## config.mk

```make
export PLATFORM = sky130hd
export DESIGN_NAME = alarm_timekeeper
export DESIGN_NICKNAME = d
export VERILOG_FILES = /design/src/rtl/atk_pkg.sv /design/src/rtl/atk_tick_edge.sv /design/src/rtl/atk_time_reg.sv /design/src/rtl/atk_ring_ctrl.sv /design/src/rtl/alarm_timekeeper.sv
export SDC_FILE = /design/constraint.sdc
export NUM_CORES = 1
export LEC_CHECK = 0
export ABC_AREA = 0
export ABC_CLOCK_PERIOD_IN_PS = 2040
export BUFFER_PORTS_ARGS = -buffer_cell sky130_fd_sc_hd__buf_4
export CAP_MARGIN = 40
export CORE_MARGIN = 10
export CORE_UTILIZATION = 30
export DETAILED_ROUTE_END_ITERATION = 10
export PLACE_DENSITY = 0.43
export RECOVER_POWER = 100
export SYNTH_ARGS = -nofsm -noshare
export SYNTH_HDL_FRONTEND = slang
export SYNTH_HIERARCHICAL = 1
export SYNTH_SLANG_ARGS = --single-unit
```

## constraint.sdc

```tcl
create_clock -name clk -period 2.04 [get_ports clk]
set_input_delay 0 -clock clk [delete_from_list [all_inputs] [get_ports clk]]
set_output_delay 0 -clock clk [all_outputs]
set_load 0.005 [all_outputs]
```

## src/rtl/atk_pkg.sv

```systemverilog
package atk_pkg;

   // Hours and minutes held as four BCD digits.
   typedef struct packed {
      logic [3:0] hr_t;
      logic [3:0] hr_u;
      logic [3:0] mn_t;
      logic [3:0] mn_u;
   } hhmm_t;

   localparam logic [3:0] DIG_NINE     = 4'd9;
   localparam logic [3:0] MIN_TENS_TOP = 4'd5;
   localparam logic [3:0] HR_TENS_TOP  = 4'd2;
   localparam logic [3:0] HR_UNITS_TOP = 4'd3;
   localparam hhmm_t      MIDNIGHT     = '0;

   // Moves a time forward by one minute, wrapping 23:59 to 00:00.
   function automatic hhmm_t bump_minute(input hhmm_t t);
      hhmm_t n;
      n = t;
      if (t.mn_u != DIG_NINE) begin
         n.mn_u = t.mn_u + 4'd1;
      end else begin
         n.mn_u = 4'd0;
         if (t.mn_t != MIN_TENS_TOP) begin
            n.mn_t = t.mn_t + 4'd1;
         end else begin
            n.mn_t = 4'd0;
            if (t.hr_t == HR_TENS_TOP && t.hr_u == HR_UNITS_TOP) begin
               n.hr_t = 4'd0;
               n.hr_u = 4'd0;
            end else if (t.hr_u == DIG_NINE) begin
               n.hr_u = 4'd0;
               n.hr_t = t.hr_t + 4'd1;
            end else begin
               n.hr_u = t.hr_u + 4'd1;
            end
         end
      end
      return n;
   endfunction

endpackage

```

## src/rtl/atk_tick_edge.sv

```systemverilog
module atk_tick_edge #(
   parameter int EDGE_DETECT = 1   // 1: input is a level, take its rising edge; 0: input is already a pulse
) (
   input  logic clk,
   input  logic rst_n,
   input  logic tick_in,
   output logic tick_evt
);

   generate
      if (EDGE_DETECT != 0) begin : g_edge
         logic prev_q;
         always_ff @(posedge clk or negedge rst_n) begin
            if (!rst_n) prev_q <= 1'b0;
            else        prev_q <= tick_in;
         end
         assign tick_evt = tick_in & ~prev_q;
      end else begin : g_pass
         assign tick_evt = tick_in;
      end
   endgenerate

endmodule

```

## src/rtl/atk_time_reg.sv

```systemverilog
module atk_time_reg
   import atk_pkg::*;
#(
   parameter int SEC_PER_MIN = 60
) (
   input  logic  clk,
   input  logic  rst_n,
   input  logic  adv,
   output hhmm_t time_o
);

   localparam int SEC_W = (SEC_PER_MIN > 1) ? $clog2(SEC_PER_MIN) : 1;
   localparam logic [SEC_W-1:0] SEC_LAST = SEC_W'(SEC_PER_MIN - 1);
   localparam logic [SEC_W-1:0] SEC_ONE  = SEC_W'(1);

   logic [SEC_W-1:0] sec_q;
   hhmm_t            hm_q;

   always_ff @(posedge clk or negedge rst_n) begin
      if (!rst_n) begin
         sec_q <= '0;
         hm_q  <= MIDNIGHT;
      end else if (adv) begin
         if (sec_q == SEC_LAST) begin
            sec_q <= '0;
            hm_q  <= bump_minute(hm_q);
         end else begin
            sec_q <= sec_q + SEC_ONE;
         end
      end
   end

   assign time_o = hm_q;

endmodule

```

## src/rtl/atk_ring_ctrl.sv

```systemverilog
module atk_ring_ctrl #(
   parameter int RING_SECONDS = 1800,
   parameter int SNOOZE_TICKS = 6
) (
   input  logic clk,
   input  logic rst_n,
   input  logic sec_evt,
   input  logic alarm_en,
   input  logic match,
   input  logic snooze_ok,
   input  logic snooze_n,
   output logic ring
);

   localparam int RT_W = $clog2(RING_SECONDS + 1);
   localparam int SN_W = $clog2(SNOOZE_TICKS + 1);
   localparam logic [RT_W-1:0] RT_DONE = RT_W'(RING_SECONDS);
   localparam logic [RT_W-1:0] RT_ONE  = RT_W'(1);
   localparam logic [SN_W-1:0] SN_FULL = SN_W'(SNOOZE_TICKS);
   localparam logic [SN_W-1:0] SN_ONE  = SN_W'(1);

   logic [RT_W-1:0] rt_q;
   logic [SN_W-1:0] snz_q;
   logic            match_q;
   logic            ring_c;
   logic            restart;
   logic            snz_start;

   assign ring_c    = alarm_en && (rt_q < RT_DONE) && (snz_q == '0);
   assign restart   = alarm_en && match && !match_q;
   assign snz_start = snooze_ok && ring_c && !snooze_n;

   // Ring window timer: closed when disabled, reopened on a new match,
   // counts only seconds spent actually ringing.
   always_ff @(posedge clk or negedge rst_n) begin
      if (!rst_n) begin
         rt_q    <= RT_DONE;
         match_q <= 1'b1;
      end else begin
         match_q <= match;
         if (!alarm_en)              rt_q <= RT_DONE;
         else if (restart)           rt_q <= '0;
         else if (sec_evt && ring_c) rt_q <= rt_q + RT_ONE;
      end
   end

   // Snooze interval, measured in second events.
   always_ff @(posedge clk or negedge rst_n) begin
      if (!rst_n)                         snz_q <= '0;
      else if (snz_start)                 snz_q <= SN_FULL;
      else if (sec_evt && snz_q != '0)    snz_q <= snz_q - SN_ONE;
   end

   assign ring = ring_c;

endmodule

```

## src/rtl/alarm_timekeeper.sv

```systemverilog
module alarm_timekeeper
   import atk_pkg::*;
#(
   parameter int SEC_PER_MIN  = 60,
   parameter int RING_SECONDS = 1800,
   parameter int SNOOZE_TICKS = 6,
   parameter int EDGE_DETECT  = 1
) (
   input  logic       clk,
   input  logic       rst_n,
   input  logic       sec_tick,
   input  logic       aset_tick,
   input  logic       aset_mode,
   input  logic       cset_mode,
   input  logic       alarm_en,
   input  logic       snooze_n,
   output logic [3:0] hr_tens,
   output logic [3:0] hr_units,
   output logic [3:0] min_tens,
   output logic [3:0] min_units,
   output logic       ring
);

   generate
      if (SEC_PER_MIN < 2) begin : g_bad_spm
         $error("SEC_PER_MIN must be at least 2");
      end
      if (RING_SECONDS < 1) begin : g_bad_ring
         $error("RING_SECONDS must be at least 1");
      end
      if (SNOOZE_TICKS < 1) begin : g_bad_snz
         $error("SNOOZE_TICKS must be at least 1");
      end
   endgenerate

   logic  sec_evt;
   logic  aset_raw_evt;
   logic  aset_evt;
   hhmm_t clk_time;
   hhmm_t alm_time;
   hhmm_t shown;
   logic  match;
   logic  snooze_ok;

   atk_tick_edge #(.EDGE_DETECT(EDGE_DETECT)) u_sec_edge (
      .clk(clk), .rst_n(rst_n), .tick_in(sec_tick), .tick_evt(sec_evt)
   );

   atk_tick_edge #(.EDGE_DETECT(EDGE_DETECT)) u_aset_edge (
      .clk(clk), .rst_n(rst_n), .tick_in(aset_tick), .tick_evt(aset_raw_evt)
   );

   assign aset_evt = aset_raw_evt & aset_mode;

   atk_time_reg #(.SEC_PER_MIN(SEC_PER_MIN)) u_clock_time (
      .clk(clk), .rst_n(rst_n), .adv(sec_evt), .time_o(clk_time)
   );

   atk_time_reg #(.SEC_PER_MIN(SEC_PER_MIN)) u_alarm_time (
      .clk(clk), .rst_n(rst_n), .adv(aset_evt), .time_o(alm_time)
   );

   assign match     = (clk_time == alm_time);
   assign snooze_ok = !aset_mode && !cset_mode;

   atk_ring_ctrl #(.RING_SECONDS(RING_SECONDS), .SNOOZE_TICKS(SNOOZE_TICKS)) u_ring (
      .clk(clk), .rst_n(rst_n), .sec_evt(sec_evt), .alarm_en(alarm_en),
      .match(match), .snooze_ok(snooze_ok), .snooze_n(snooze_n), .ring(ring)
   );

   assign shown     = aset_mode ? alm_time : clk_time;
   assign hr_tens   = shown.hr_t;
   assign hr_units  = shown.hr_u;
   assign min_tens  = shown.mn_t;
   assign min_units = shown.mn_u;

endmodule

```

==> impl_metrics.csv <==
group,metric,value,unit
placement,dpl_cell_area,4240,sq um
routing,drcViolationCount,0,
cells_and_area,syn_to_final_growth,22.5,%
yosys,syn_area,3700,sq um
timing,finalCritPeriodShare,93.9,%
cells_and_area,drive_above_1_share,21.4,%
run,maxCapViolCount,0,
yosys,ys_seq_area_share,41.5,%
yosys,synth-seq-cells,61,
global_route,grt_pass1_wl,15400,um
placement,io_buffers,24,
global_route,grt_pass1_vias,2919,
critical_path,worstSetupEndpointType,"flip-flop",
cells_and_area,final_core_util,37.6,%
yosys,yosysWarningCount,6,
run_status,status,"finished, final reports clean",
cells_and_area,mostFrequentLayoutCell,"dfrtp_1",
timing,fmax,0.522,GHz
global_route,grt_max_degree,54,
yosys,postSynthCellCount,366,
clock_network,path_clk_slew,0.05,ns
timing,slew_headroom,48.6,%
timing,setup-violations-final,0,
cells_and_area,final_area,4530,sq um
floorplan,ios,25,
yosys,synth_nets,387,
critical_path,cp_data_arrival_time,2.14,ns
cells_and_area,n_antenna_cell,0,
critical_path,crit_type,"reg -> reg",
routing,drtPass1Iterations,5,
power,p_per_area,709,nW/um^2
placement,dp_cells,575,
routing,viasPerCell,4.83,
clock_network,clock_latency,0.33,ns
routing,vias,2886,
timing,skew,0.00694,ns
clock_network,cts_tree,"built",
floorplan,die_x,131,um
yosys,synth_edf_count,0,
routing,wl,9000,um
critical_path,start_kind,"flip-flop",
global_route,overflow,0,
clock_network,root_buffer,"clkbuf_16",
timing,hold_viol,0,
clock_network,clock_path_buffers,2,
clock_network,cts_buffers,9,
floorplan,core.rowCount,40,
yosys,ys.flop_type,"dfrtp_1",
critical_path,worst_path_max_delay_cell,"dfrtp_1",
floorplan,die_area,17200,sq um
timing,worstMarginPinSlew,0.771,ns
power,vdd_drop_max,482,uV
cells_and_area,layout_common_cells,"55 x dfrtp_1, 41 x nand2_1, 32 x buf_4",
yosys,synthArstFlopShare,100,%
critical_path,worstPathMaxFanout,6,
yosys,synth.distinct_cells,50,
min_path,hp-class,"in -> reg",
power,total_power,3.21,mW
critical_path,reg2reg_slack,0.13,ns
floorplan,die_y,131,um
timing,fin_crit,1.91,ns
clock_network,cts.sinks,61,
routing,final_antenna_net_count,0,
routing,wl_per_cell,15.1,um
timing,setup_tns,0,ns
global_route,antenna_found_initial,0,
critical_path,crit_chain,"inv_1, ha_1, and3b_1, a31oi_4, nand4_1, o31ai_1",
floorplan,core_area,12100,sq um
floorplan,start_util,30.7,%
clock_network,cts.htree.levels,3,
timing,final-max-slew-violation-count,0,
placement,dp_hpwl,6670,um
critical_path,cpPeakStageDelay,0.46,ns
placement,place_congestion,0.772,
power,leakagePower,1.97,nW
routing,dr.first_iter.drc_count,134,
global_route,grt_use_total,11.5,%
timing,rsz0062_at_grt,"yes",
cells_and_area,instances_no_fill,597,
yosys,syn_avg_cell_area,10.1,sq um
cells_and_area,nets,445,
critical_path,worstPathRequired,2.26,ns
==> path summary, 6_finish.rpt <==
kind | start | endpoint | cells after the start
max in group asynchronous | rst_n | u_alarm_time/sec_q[0]$_DFFE_PN0P_ | 3
hold reg to reg | u_alarm_time/sec_q[4]$_DFFE_PN0P_ | u_alarm_time/sec_q[4]$_DFFE_PN0P_ | 1
setup reg to reg | u_clock_time/time_o[9]$_DFFE_PN0P_ | u_clock_time/time_o[10]$_DFFE_PN0P_ | 6
hold / removal | cset_mode | u_ring/snz_q[0]$_DFFE_PN0P_ | 4
min in group asynchronous | rst_n | u_alarm_time/time_o[9]$_DFFE_PN0P_ | 2
setup / recovery | u_clock_time/time_o[9]$_DFFE_PN0P_ | u_clock_time/time_o[10]$_DFFE_PN0P_ | 6
==> final cells by class <==
class / count / area (sq um)
Multi-Input combinational cell: 276 / 2050
Clock buffer: 15 / 278
Clock inverter: 1 / 7.51
Sequential cell: 61 / 1530
Fill cell: 1238 / 7530
Inverter: 20 / 75.1
Timing Repair Buffer: 56 / 373
Tap cell: 168 / 210
==> critical path: cells and delay by family, from the launching register on <==
kind,cells,cell delay (ns)
AND/OR/NAND/NOR,2,0.53
flip-flops,1,0.46
AO/OA/AOI/OAI,2,0.56
adder cells (fa/ha/maj),1,0.18
buffers and inverters,1,0.07
==> cells in the mapped netlist, types with 5 or more instances <==
cell	number	area, sq um
a21oi_1	9	45.0
and3_1	10	62.6
dfrtp_1	56	1400
dfstp_2	5	131
ha_1	13	163
inv_1	20	75.1
mux2_2	10	113
mux2_4	8	120
mux2i_1	5	50.1
nand2_1	42	158
nand2b_1	10	62.6
nand3_1	13	65.1
nand4_1	21	131
nor2_1	8	30.0
nor2b_1	7	43.8
o21ai_0	29	145
o31ai_1	6	45.0
xnor2_1	25	219
xor2_1	6	52.6
==> stage by stage <==
stage	hold slack [ns]	worst slack [ns]
after floorplan	-0.296	0.187
after global routing	0.119	-0.0291
after detailed placement	-0.147	0.0846
final	0.0994	0.125
after global placement	0.120	0.0574
after CTS	0.0296	0.0768
==> sequential cells by signal, indices dropped and copies added (netlist names) <==
register                   flops
u_alarm_time/sec_q             6
u_alarm_time/time_o           16
u_aset_edge/g_edge.prev_q      1
u_clock_time/sec_q             6
u_clock_time/time_o           16
u_ring/match_q                 1
u_ring/rt_q                   11
u_ring/snz_q                   3
u_sec_edge/g_edge.prev_q       1
==> cells by family (layout without fill, tap and decap cells) <==
logic type,Yosys count,in the layout,share of synthesized area (%)
adders and majority gates,13,13,4.40
buffers and inverters,29,92,3.82
and+or+nand+nor,141,141,23.2
xor gates and xnor gates,31,31,7.34
muxes,23,23,7.65
AOI/OAI and AO/OA,68,68,12.1
DFF,61,61,41.5
==> per-layer routing <==
layer  up-vias  share of wire, %  track usage, %
li1       1438                 -               -
met1      1404                49            15.0
met2        38                45            17.5
met3         6               4.7            3.99
met4         0               1.1            3.34
met5         -                 0               0
==> power by group <==
group / leakage, nW / switching [mW] / internal (mW) / total, mW
Sequential: 0.799 / 0.0953 / 1.31 / 1.40
Combinational: 1.03 / 0.176 / 0.153 / 0.329
Clock: 0.136 / 0.556 / 0.924 / 1.48
==> timing repair <==
action / CTS / global route
hold buffers: 5 / 0
setup endpoints to repair: 0 / 16
endpoints found under the hold margin: 64 / 0
setup buffers: 0 / 1
resized for setup: 0 / 9
(Power assumes the default switching activity.)
